==> src/rtl/ssp_pkg.sv <==
package ssp_pkg;

    typedef enum logic [1:0] {
        ACC_LOAD     = 2'b00,
        ACC_STORE    = 2'b01,
        ACC_SS_LOAD  = 2'b10,
        ACC_SS_STORE = 2'b11
    } acc_kind_e;

    typedef enum logic [1:0] {
        VD_ALLOW        = 2'b00,
        VD_ACCESS_FAULT = 2'b01,
        VD_PAGE_FAULT   = 2'b10
    } verdict_e;

    typedef enum logic [2:0] {
        PC_SHADOW     = 3'd0,
        PC_RESERVED   = 3'd1,
        PC_READ_ONLY  = 3'd2,
        PC_READ_WRITE = 3'd3,
        PC_NO_READ    = 3'd4
    } page_class_e;

    localparam int unsigned CAUSE_STORE_ACCESS = 7;
    localparam int unsigned CAUSE_STORE_PAGE   = 15;

endpackage

==> src/rtl/ssp_pte_class.sv <==
module ssp_pte_class
    import ssp_pkg::*;
(
    input  logic        feat_en,
    input  logic        r,
    input  logic        w,
    input  logic        x,
    output page_class_e pclass,
    output logic        is_shadow
);
    always_comb begin
        unique case ({r, w, x})
            3'b010:         pclass = feat_en ? PC_SHADOW : PC_RESERVED;
            3'b100, 3'b101: pclass = PC_READ_ONLY;
            3'b110, 3'b111: pclass = PC_READ_WRITE;
            default:        pclass = PC_NO_READ;
        endcase
    end

    assign is_shadow = (pclass == PC_SHADOW);
endmodule

==> src/rtl/ssp_fault_rule.sv <==
module ssp_fault_rule
    import ssp_pkg::*;
(
    input  page_class_e pclass,
    input  logic [1:0]  kind,
    output verdict_e    vd
);
    logic is_ss_acc;
    assign is_ss_acc = kind[1];

    always_comb begin
        vd = VD_ALLOW;
        unique case (pclass)
            PC_SHADOW: begin
                if (!is_ss_acc && kind[0]) vd = VD_ACCESS_FAULT;
                else                       vd = VD_ALLOW;
            end
            PC_RESERVED:   vd = VD_PAGE_FAULT;
            PC_READ_ONLY:  vd = is_ss_acc ? VD_PAGE_FAULT : VD_ALLOW;
            PC_READ_WRITE: vd = is_ss_acc ? VD_ACCESS_FAULT : VD_ALLOW;
            PC_NO_READ:    vd = is_ss_acc ? VD_ACCESS_FAULT : VD_ALLOW;
            default:       vd = VD_ALLOW;
        endcase
    end
endmodule

==> src/rtl/ssp_cause_map.sv <==
module ssp_cause_map
    import ssp_pkg::*;
#(
    parameter int unsigned CAUSE_W = 5
) (
    input  verdict_e             vd,
    output logic [CAUSE_W-1:0]   code
);
    localparam logic [CAUSE_W-1:0] CODE_ACC  = CAUSE_W'(CAUSE_STORE_ACCESS);
    localparam logic [CAUSE_W-1:0] CODE_PAGE = CAUSE_W'(CAUSE_STORE_PAGE);

    always_comb begin
        unique case (vd)
            VD_ACCESS_FAULT: code = CODE_ACC;
            VD_PAGE_FAULT:   code = CODE_PAGE;
            default:         code = '0;
        endcase
    end
endmodule

==> src/rtl/ssp_perm_check.sv <==
module ssp_perm_check
    import ssp_pkg::*;
#(
    parameter int unsigned CAUSE_W = 5
) (
    input  logic               clk,
    input  logic               rst_n,
    input  logic               ss_enable,
    input  logic               req_valid,
    input  logic               pte_r,
    input  logic               pte_w,
    input  logic               pte_x,
    input  logic [1:0]         acc_kind,
    output logic               rsp_valid,
    output logic [1:0]         verdict,
    output logic [CAUSE_W-1:0] cause,
    output logic               rsp_ss_page
);
    page_class_e        pclass_c;
    logic               shadow_c;
    verdict_e           vd_c;
    logic [CAUSE_W-1:0] code_c;

    ssp_pte_class u_class (
        .feat_en   (ss_enable),
        .r         (pte_r),
        .w         (pte_w),
        .x         (pte_x),
        .pclass    (pclass_c),
        .is_shadow (shadow_c)
    );

    ssp_fault_rule u_rule (
        .pclass (pclass_c),
        .kind   (acc_kind),
        .vd     (vd_c)
    );

    ssp_cause_map #(.CAUSE_W(CAUSE_W)) u_cause (
        .vd   (vd_c),
        .code (code_c)
    );

    always_ff @(posedge clk) begin
        if (!rst_n) begin
            rsp_valid   <= 1'b0;
            verdict     <= VD_ALLOW;
            cause       <= '0;
            rsp_ss_page <= 1'b0;
        end else begin
            rsp_valid <= req_valid;
            if (req_valid) begin
                verdict     <= vd_c;
                cause       <= code_c;
                rsp_ss_page <= shadow_c;
            end
        end
    end
endmodule

==> config.mk <==
export PLATFORM = sky130hd
export DESIGN_NAME = ssp_perm_check
export DESIGN_NICKNAME = d
export VERILOG_FILES = /design/src/rtl/ssp_pkg.sv /design/src/rtl/ssp_pte_class.sv /design/src/rtl/ssp_fault_rule.sv /design/src/rtl/ssp_cause_map.sv /design/src/rtl/ssp_perm_check.sv
export SDC_FILE = /design/constraint.sdc
export NUM_CORES = 1
export LEC_CHECK = 0
export ABC_AREA = 1
export BUFFER_PORTS_ARGS = -buffer_cell sky130_fd_sc_hd__buf_2
export CAP_MARGIN = 30
export CORE_AREA = 2 2 39 41
export DETAILED_ROUTE_END_ITERATION = 16
export DIE_AREA = 0 0 41 43
export PLACE_DENSITY = 0.49
export SETUP_SLACK_MARGIN = 0.5
export SLEW_MARGIN = 20
export SYNTH_ARGS = -nofsm -noshare
export SYNTH_HDL_FRONTEND = slang
export SYNTH_SLANG_ARGS = --single-unit
==> constraint.sdc <==
create_clock -name clk -period 3.3 [get_ports clk]
set_clock_uncertainty 0.1 [all_clocks]
set_input_delay 0.99 -clock clk [delete_from_list [all_inputs] [get_ports clk]]
set_output_delay 0.99 -clock clk [all_outputs]
set_load 0.01 [all_outputs]
[Word level (Yosys, flattened, before mapping)]
Cells that the tools add are included.
Operators by class
  add/sub/neg operators: 0
  $mul: 0
  divide/modulo/power cells: 0
  order comparisons: 0
  equality and inequality tests: 11
  shift-type cells: 0
  muxes and demuxes: 7
  bitwise operators: 0
  reductions and logical operators: 6
Operators with widths (number)
  == test 3 bit (second input constant): 5
  == test 3 x 2 -> 1 bit (second input constant): 3
  one-hot mux 3 bit (3 select lines): 1
  one-hot mux 2 bit (4 select lines): 1
  one-hot mux 4 bit (2 select lines): 1
  OR reduction 2 bit: 3
  == test 3 x 1 -> 1 bit (second input constant): 1
  zero test 3 bit: 1
  2-to-1 mux 1 bit: 3
  == test 2 x 1 -> 1 bit (second input constant): 1
  == test 2 bit (second input constant): 1
  2-to-1 mux 2 bit: 1
  logical AND 1 bit: 1
  zero test 1 bit: 1
Word-level totals
  flip-flop bits (word level): 9
  latch bits: 0
  memory bits (writable): 0
  bits in read-only memories: 0
  input port bits: 9
  output and inout bits: 9
  logic and storage cells: 28
  memories: 0

[Logic depth before layout (Yosys ltp)]
Gate-level depths: netlist of the first run.
  depth in word-level cells: 8
  depth in mapped cells: 8
  gate-level depth less buffers: 8

[By module]
Synthesis of the first run repeated with hierarchy kept, for this count alone.
Second synthesis, totals
  cells, all modules: 83
  area total of the unflattened synthesis: 513.0 um2
Modules (own cells, without submodules)
  ssp_perm_check: instances 1, cells an instance 54, area an instance 375.4 um2, seq. area each 180.2 um2
  ssp_fault_rule: instances 1, cells an instance 11, area an instance 47.5 um2, seq. area each 0.0 um2
  ssp_cause_map: instances 1, cells an instance 7, area an instance 46.3 um2, seq. area each 0.0 um2
  ssp_pte_class: instances 1, cells an instance 11, area an instance 43.8 um2, seq. area each 0.0 um2

[Worst setup path after synthesis of the first run]
Ideal clock, no wire load.
  path kind: in2reg
  start point: input pte_x
  end point: register cause[2]
  library setup time: 70 ps
  arrival time: 1802 ps
  data required time: 3130 ps
  path slack: 1328 ps
  stages on the path: 7
  path buffers: 0
  path through: inv_1 nand2_2 nor2_4 nand3_2 and2_1 ha_1 a21oi_1
Between the ends
  longest elaborated chain between the ends: 8
  elaborated cells between the ends (all ways): 18
  classes of those cells: eq/ne (11); mux (3); reduce/logical (4)
Ends and longest elaborated chain
  start: declaration: RTL line ssp_perm_check.sv:12  | input logic pte_x,
  == test 3 bit: RTL line ssp_pte_class.sv:12  | unique case ({r, w, x})
  OR reduction 2 bit: RTL line ssp_pte_class.sv:12
  one-hot mux 3 bit (3 select lines) (*): RTL line ssp_pte_class.sv:12
  == test 3 x 2 -> 1 bit / == test 3 bit (equally long branches): RTL line ssp_fault_rule.sv:13  | unique case (pclass)
  OR reduction 2 bit (no source line)
  one-hot mux 2 bit (4 select lines) (*): RTL line ssp_fault_rule.sv:13
  == test 2 bit / == test 2 x 1 -> 1 bit (equally long branches): RTL line ssp_cause_map.sv:13  | unique case (vd)
  one-hot mux 4 bit (2 select lines) (*): RTL line ssp_cause_map.sv:13
  end signal: assignment: RTL line ssp_perm_check.sv:54  | cause <= code_c;
  end: declaration: RTL line ssp_perm_check.sv:16  | output logic [CAUSE_W-1:0] cause,
Mark *: on every way between the ends. The rest lies on a longest branch, timed or not.
A chain may end at the register's enable or synchronous reset.

[Worst setup path after layout of the first run]
Ends and elaborated chain as after synthesis.

==> reports/metrics.yaml, run 1 <==
power:
  power_density_nw_per_um2: 410
  finalPower_mw: 0.181
  cellLeakagePower_nw: 0.258
  peakVddDrop_v: 0.000214
layout:
  drive_above_1_share_pct: 40.0
  antenna_cells: 0
  final_area_sq_um: 442
  final_nets: 77
  syn2layout_area_growth_pct: 25.2
  final_cells: 81
grt:
  overflow: 0
  antenna_found_initial: 0
  use_met2_pct: 12.8
  grt_max_degree: 12
  grt_use_total_pct: 9.54
  grt_pass1_wl_um: 1040
  grt.busiest_layer: "met2"
  grt_util_met3_pct: 7.85
  met1_usage_pct: 10.6
  grt_pass1_vias: 273
worst_hold_path:
  hold_path_class: "register to register"
  worstHoldStart: "cause[3]"
  holdPathEnd: "cause[3]"
  holdPathStages: 2
timing:
  period_needed_ps: 1890
  rsz0062_at_grt: "no"
  hold_viol: 0
  setup_viol: 0
  slew_violations: 0
  max_freq_mhz: 529
  tns_ps: 0
  finalWorstSetupSlack_ps: 1410
  fin_crit_sh_pct: 57.3
clocking:
  cts_hold_buf: 0
  cts_setup_buffers: 0
  cts_buffers: 3
  cts.sinks: 6
  tritoncts: "yes"
  clkSlewWorstSetupHoldPaths_ps: 40
  clockBufferDepth: 2
  htreeDepth: 1
  insertion_delay_ps: 240
  root_buffer: "clkbuf_4"
  cts_resized: 0
floorplanning:
  die_area_sq_um: 1760
  die_w_um: 41
  ios: 18
  core_area_sq_um: 1380
  num_rows: 14
  fp.dieH_um: 43
  start_util_pct: 25.5
placed_design:
  place_ws_ps: 1160
  dp.cells: 78
  dpl.hpwl_um: 518
  post_dp_cell_area_sq_um: 419
  place_congestion: 0.734
  portBuffers: 16
route:
  drt_iter0_drc: 8
  viasPerCell: 4.00
  ant_nets: 0
  wl_per_cell_um: 7.89
  totalWireLength_um: 639
  drtPass1Iterations: 4
  num_vias: 324
  drc_errors: 0
worst_setup_path:
  crit_fanout: 3
  r2r_cells: 4
  crit_type: "input pin to register"
  crit_required_ps: 3370
  cp-start-kind: "input pin"
  r2r_start: "verdict[0]"
  arrival_ps: 1960
  crit_path_end_kind: "register"
  r2r_end: "verdict[0]"
  ff2ff_setup_slack_ps: 2580
synth:
  seq_area_frac_synth_pct: 34.0
  yosysMostFrequentCell: "inv_1"
  yosys_warnings: 0
  synthFlopType: "dfxtp_1"
  postSynth.asyncResetShare_pct: 0
  syn_area_sq_um: 353
  synthTopCellsByArea: "dfxtp_1 34%, inv_1 9.6%, nand2_1 7.4%, buf_4 6.4%, nor2_1 6.4%"
  yosysTopAreaCellShare_pct: 34.0
  yosysTopAreaCell: "dfxtp_1"
  syn_nets: 60
  avgSynthCellArea_sq_um: 7.06
  synthCells: 50
  synth-edff-count: 0
  synthTopCellsByCount: "9 x inv_1, 7 x nand2_1, 6 x dfxtp_1, 6 x nor2_1"
  ys_ff_latch: 6
  synth.distinct_cells: 17
flow_run:
  maxCapViolCount: 0
run_status:
  status: "finished clean"
==> critical path, cell delays in order <==
cell and delay [ps]:
buf_2 90, inv_1 70, nand2_2 60, nor2_4 100, nand3_2 80, and2_1 150, ha_1 290, a21oi_1 130
==> cells by family (layout without fill, tap and decap cells) <==
| family | count (synthesis) | count (layout) | synth area share [%] |
|---|---|---|---|
| AND/OR/NAND/NOR | 22 | 22 | 32.6 |
| adder cells (fa/ha/maj) | 1 | 1 | 3.55 |
| AO/OA/AOI/OAI | 6 | 6 | 8.51 |
| other | 1 | 1 | 1.06 |
| buffers and inverters | 14 | 29 | 20.2 |
| flip-flops | 6 | 6 | 34.0 |
==> layer usage <==
metal | up-vias | part of all wire (%)
met5 | - | 0
met4 | 0 | 0
met3 | 0 | 3.1
met2 | 7 | 52
met1 | 141 | 45
li1 | 176 | -
==> final cells by class <==
class / count / area, sq um
Multi-Input combinational cell: 30 / 161
Fill cell: 152 / 942
Tap cell: 16 / 20.0
Inverter: 10 / 37.5
Timing Repair Buffer: 16 / 80.1
Clock buffer: 3 / 22.5
Sequential cell: 6 / 120
==> layout by cell type (no fill, tap or decap) <==
master    count
nand2_2       2
dfxtp_1       6
nor2_4        1
nand2_1       7
and2_1        1
clkbuf_4      3
inv_2         1
nor2_2        1
conb_1        1
nor2_1        6
inv_1         9
a21oi_1       3
nand3_2       2
o21ai_0       3
buf_2        16
nand3_1       2
ha_1          1
==> per-stage QoR <==
stage          hold slack [ps]  utilization, %
6_report                   424            31.9
5_1_grt                    459            31.9
4_1_cts                    426            31.9
3_5_place_dp               418            30.3
3_3_place_gp               422            30.3
2_1_floorplan              441               -
==> worst max-delay path by stage <==
stage,cells past startpoint,start,slack [ps],endpoint
5_1_grt,8,pte_x,1340,cause[2]
4_1_cts,8,pte_x,1410,cause[2]
6_report,8,pte_x,1410,cause[2]
3_3_place_gp,8,pte_r,1160,cause[2]
2_1_floorplan,7,pte_x,1330,cause[2]
3_5_place_dp,8,pte_x,1160,cause[2]
==> report_power, final <==
group / total, mW / switching [mW] / internal (mW)
Sequential: 0.0795 / 0.00205 / 0.0774
Combinational: 0.0351 / 0.0202 / 0.0148
Clock: 0.0667 / 0.0256 / 0.0411
==> state kept, by name, indices dropped and copies added (netlist names) <==
register / flops
cause: 2
rsp_ss_page: 1
rsp_valid: 1
verdict: 2
(Power assumes the default switching activity.)
==> run 2: changes to the inputs <==
Settings changed: PLACE_DENSITY 0.49 to 0.51.
Clock period 3.3 ns to 1.7 ns, I/O delays scaled along.
==> run 2 against run 1 <==
Net effect: sequential power increased by 99%; combinational power increased to 3.2 times the previous value; design area increased by 42%; via count increased by 15%; non-clock buffer count increased by 8; first-iteration DRC count decreased by 88%; wire length increased by 13%; final cell count increased by 9.9%; clock power increased by 93%; flip-flop and latch count unchanged; largest cell class is now non-clock buffers; largest power group unchanged; highest routed layer unchanged.
==> reports/metrics.yaml, run 2 (synthesized netlist as in run 1, its figures left out) <==
worst_setup_path:
  cp-start-kind: "register"
  arrival_ps: 710  # -1250 ps
  crit_path_end_kind: "output port"
  max_stage_delay_ps: 350  # +60 ps
  crit_type: "register to output port"
  crit_family: "flip-flops"
  path_buf_inv: 1  # -1
  path_cells: "buf_6"
  crit_fanout: 4  # +1
  cp_slowest_cell: "dfxtp_4"
  crit_required_ps: 1090  # -2280 ps
floorplanning:
  die_area_sq_um: 1760  # unchanged
  ios: 18  # unchanged
  core_area_sq_um: 1380  # unchanged
  num_rows: 14  # unchanged
  fp.dieH_um: 43  # unchanged
  start_util_pct: 25.5  # unchanged
  die_w_um: 41  # unchanged
route:
  wl_per_cell_um: 8.09  # +2.5%
  ant_nets: 0  # unchanged
  drtPass1Iterations: 2  # -2
  drc_errors: 0  # unchanged
  drt_iter0_drc: 1  # -7
  totalWireLength_um: 720  # +13%
  num_vias: 372  # +15%
  viasPerCell: 4.18  # +4.5%
clocking:
  cts_hold_buf: 0  # unchanged
  cts.sinks: 6  # unchanged
  htreeDepth: 1  # unchanged
  tritoncts: "yes"
  cts_buffers: 3  # unchanged
  clkSlewWorstSetupHoldPaths_ps: 50  # about the same
  root_buffer: "clkbuf_4"
  insertion_delay_ps: 240  # about the same
  clockBufferDepth: 2  # unchanged
grt:
  grt_max_degree: 12  # unchanged
  overflow: 0  # unchanged
  grt_use_total_pct: 9.63  # +0.091 points
  grt_pass1_wl_um: 1150  # +11%
  antenna_found_initial: 0  # unchanged
  grt_pass1_vias: 301  # +10%
timing:
  fin_crit_sh_pct: 77.7
  period_needed_ps: 1320
  finalWorstSetupSlack_ps: 380  # -1030 ps
  hold_viol: 0  # unchanged
  max_freq_mhz: 758
  setup_viol: 0  # unchanged
  slew_violations: 0  # unchanged
  whs_ps: 414  # -9.04 ps
  rsz0062_at_grt: "yes"
  tns_ps: 0  # unchanged
power:
  peakVddDrop_v: 0.000232  # +8.2%
  switching_share_pct: 26.4  # -0.053 points
  pwr-share-seq_pct: 39.5  # -4.4 points
  p_sw_mw: 0.105  # +120%
  power.internal_mw: 0.294  # +120%
  comb_power_share_pct: 28.2  # +8.9 points
  cellLeakagePower_nw: 0.324  # +25%
  p_clk_share_pct: 32.2  # -4.6 points
  power_density_nw_per_um2: 636  # +55%
layout:
  antenna_cells: 0  # unchanged
  drive_above_1_share_pct: 64.4  # +24 points
  syn2layout_area_growth_pct: 78.0
  layout.cells.most_common: "buf_4"
  reg_top3: "cause (2), verdict (2)"
  final_nets: 85  # +10%
  layout_common_cells: "9 x buf_4, 7 x inv_1, 7 x buf_6, 6 x buf_2"
placed_design:
  place_congestion: 0.670  # -8.7%
  dpl.hpwl_um: 525  # +1.2%
  portBuffers: 16  # unchanged
  place_ws_ps: 26.4  # -1130 ps
run_status:
  status: "finished clean"
worst_hold_path:
  hold_path_class: "input pin to register"
flow_run:
  maxCapViolCount: 0  # unchanged
## run 2: cell types whose count changed in the layout (fill, tap and decap cells not counted), moves of 2 or more
cell / change
buf_6: +7
inv_1: -2
buf_2: -10
buf_4: +9
nand2_1: -2
dfxtp_1: -5
dfxtp_2: +4
buf_8: +2
## run 2: worst reg2reg max path, delay by kind of cell (launching register included)
family             cells  cell delay [ps]
AOI/OAI and AO/OA      2              230
DFF                    1              350
## run 2: per-layer routing
layer  vias up  track usage [%]  part of all wire, %
met5         -                0                    0
li1        194                -                    -
met1       164             10.3                   41
met2        14             15.3                   50
met3         0             1.57                  8.2
met4         0             8.00                    0
## run 2: area by class of cell
class,count,area [sq um]
fill,147,756
timing repair buffer,24,206
multi-input combinational,30,198
sequential,6,129
inverter,10,52.6
clock buffer,3,22.5
tap,16,20.0
## run 2: what timing repair did
action	4_1_cts	5_1_grt
endpoints found under the setup margin	10	11
gates resized for setup	23	6
endpoints found under the hold margin	0	0
buffers inserted	5	2
pin swaps	10	2
## run 2: path summary, 6_finish.rpt
path	startpoint	endpoint	slack, ps	cells past startpoint
worst max register to register	cause[2]	cause[2]	910	2
worst min-delay path	rst_n	rsp_valid	410	3
worst min register to register	cause[3]	cause[3]	430	2
worst max-delay path	cause[2]	cause[0]	380	1
## run 2: power by group through the flow
stage | sequential (mW) | clock (mW) | combinational (mW)
final | 0.158 | 0.129 | 0.113
after global routing | 0.159 | 0.141 | 0.125
after CTS | 0.157 | 0.137 | 0.0998
after detailed placement | 0.157 | 0 | 0.0747
after global placement | 0.157 | 0 | 0.0743
after floorplan | 0.162 | 0 | 0.0455
## run 2: metrics by stage
step | cells | power, mW | area [sq um] | util, %
2_1_floorplan | 50 | 0.207 | 370 | -
3_3_place_gp | 79 | 0.231 | 444 | 32.1
3_5_place_dp | 79 | 0.232 | 444 | 32.1
4_1_cts | 87 | 0.394 | 584 | 42.2
5_1_grt | 89 | 0.425 | 628 | 45.4
6_report | 89 | 0.399 | 628 | 45.4
==> run 3: changes to the inputs <==
Clock period 1.7 ns to 1.2 ns, I/O delays scaled along.
==> run 3 against run 2 <==
Net effect: first-iteration DRC count increased to 4.0 times the previous value; sequential power is 42% higher; power is 46% higher; critical endpoint unchanged; clock-buffer cell count did not move; non-clock buffer count rose by 2; flip-flop and latch count unchanged; sequential share of layout area decreased by 1.6 points; core utilization grew 4.4 points; die area stayed put; critical path depth did not move; design area is 9.8% higher; via count fell by 1.6%.
==> reports/metrics.yaml, run 3 (synthesized netlist as in run 1, its figures left out) <==
run_status:
  status: "finished clean"
grt:
  grt_max_degree: 12  # unchanged
  grt.busiest_layer: "met2"
  antenna_found_initial: 0  # unchanged
  met1_usage_pct: 9.03  # -1.2 points
  overflow: 0  # unchanged
  grt_pass1_vias: 321  # +6.6%
  grt_use_total_pct: 9.45  # -0.18 points
  use_met2_pct: 15.9  # +0.62 points
  grt_util_met3_pct: 1.57  # unchanged
  grt_pass1_wl_um: 1140  # -1.2%
layout:
  seqCellArea_sq_um: 130  # +0.97%
  syn2layout_area_growth_pct: 95.4
  multi_input_area_sq_um: 225  # +14%
  final_core_util_pct: 49.8  # +4.4 points
  layout_common_cells: "11 x buf_6, 8 x buf_4, 7 x inv_1"
  final_nets: 87  # +2.4%
  final_cells: 91  # +2.2%
  final_area_sq_um: 689  # +9.8%
  drive_above_1_share_pct: 73.3  # +8.9 points
  reg_top3: "cause (2), verdict (2)"
  fillCellCount: 140  # -4.8%
  layout.cells.most_common: "buf_6"
  antenna_cells: 0  # unchanged
floorplanning:
  die_area_sq_um: 1760  # unchanged
  num_rows: 14  # unchanged
  core_area_sq_um: 1380  # unchanged
  die_w_um: 41  # unchanged
  fp.dieH_um: 43  # unchanged
  start_util_pct: 25.5  # unchanged
  ios: 18  # unchanged
worst_setup_path:
  crit_path_end_kind: "output port"
  r2r_start: "verdict[1]"
  crit_type: "register to output port"
  path_buf_inv: 1  # unchanged
  crit_required_ps: 740  # -350 ps
  cp_slowest_cell: "dfxtp_4"
  arrival_ps: 710  # about the same
  crit_fanout: 4  # unchanged
  crit_family: "flip-flops"
  cp-start-kind: "register"
  max_stage_delay_ps: 350  # about the same
  path_cells: "buf_6"
  crit_start: "cause[2]"
flow_run:
  maxCapViolCount: 0  # unchanged
route:
  drc_errors: 0  # unchanged
  ant_nets: 0  # unchanged
  totalWireLength_um: 705  # -2.1%
  drtPass1Iterations: 3  # +1
  wl_per_cell_um: 7.75  # -4.2%
  viasPerCell: 4.02  # -3.8%
  num_vias: 366  # -1.6%
  drt_iter0_drc: 4  # +3
power:
  finalPower_mw: 0.585  # +46%
  cellLeakagePower_nw: 0.357  # +10%
  power_density_nw_per_um2: 848  # +33%
  peakVddDrop_v: 0.000257  # +11%
placed_design:
  portBuffers: 16  # unchanged
  post_dp_cell_area_sq_um: 488  # +9.9%
  dpl.hpwl_um: 523  # -0.40%
  place_congestion: 0.665  # -0.73%
  dp.cells: 84  # +6.3%
  place_ws_ps: -309  # -335 ps
timing:
  tns_ps: 0  # unchanged
  fin_crit_sh_pct: 97.2
  whs_ps: 259  # -155 ps
  max_freq_mhz: 858
  rsz0062_at_grt: "yes"
  setup_viol: 0  # unchanged
  hold_viol: 0  # unchanged
  finalWorstSetupSlack_ps: 34.0  # -346 ps
  slew_violations: 0  # unchanged
  period_needed_ps: 1170
clocking:
  tritoncts: "yes"
  cts.sinks: 6  # unchanged
  insertion_delay_ps: 240  # about the same
  root_buffer: "clkbuf_4"
  cts_buffers: 3  # unchanged
  cts_hold_buf: 0  # unchanged
  clkSlewWorstSetupHoldPaths_ps: 50  # about the same
  htreeDepth: 1  # unchanged
  clockBufferDepth: 2  # unchanged
worst_hold_path:
  hold_path_class: "input pin to register"
  worstHoldStart: "rst_n"
run 3: worst paths after layout:
| check | cells past startpoint | slack, ps | to |
|---|---|---|---|
| setup / recovery | 1 | 30 | cause[0] |
| hold / removal | 3 | 260 | rsp_valid |
| setup reg to reg | 5 | 360 | verdict[1] |
| hold reg to reg | 2 | 430 | rsp_ss_page |
run 3: cell type report:
class	instances	area share (%)
sequential	6	18.9
multi-input combinational	30	32.7
tap	16	2.90
inverter	10	7.62
timing repair buffer	26	34.7
clock buffer	3	3.27
run 3: what timing repair did:
item	CTS	global route
pin swaps	10	2
resized for setup	30	6
setup buffers	2	2
endpoints found under the hold margin	0	0
setup endpoints to repair	13	13
run 3: where the power goes:
part	internal, mW	leakage, nW	switching, mW
clock	0.113	0.0138	0.0724
sequential	0.215	0.0519	0.00943
combinational	0.0980	0.292	0.0768
run 3: routing by layer:
metal | up-vias | share of wire, %
met1 | 158 | 39
met4 | 0 | 0
li1 | 195 | -
met5 | - | 0
met2 | 13 | 52
met3 | 0 | 8.7
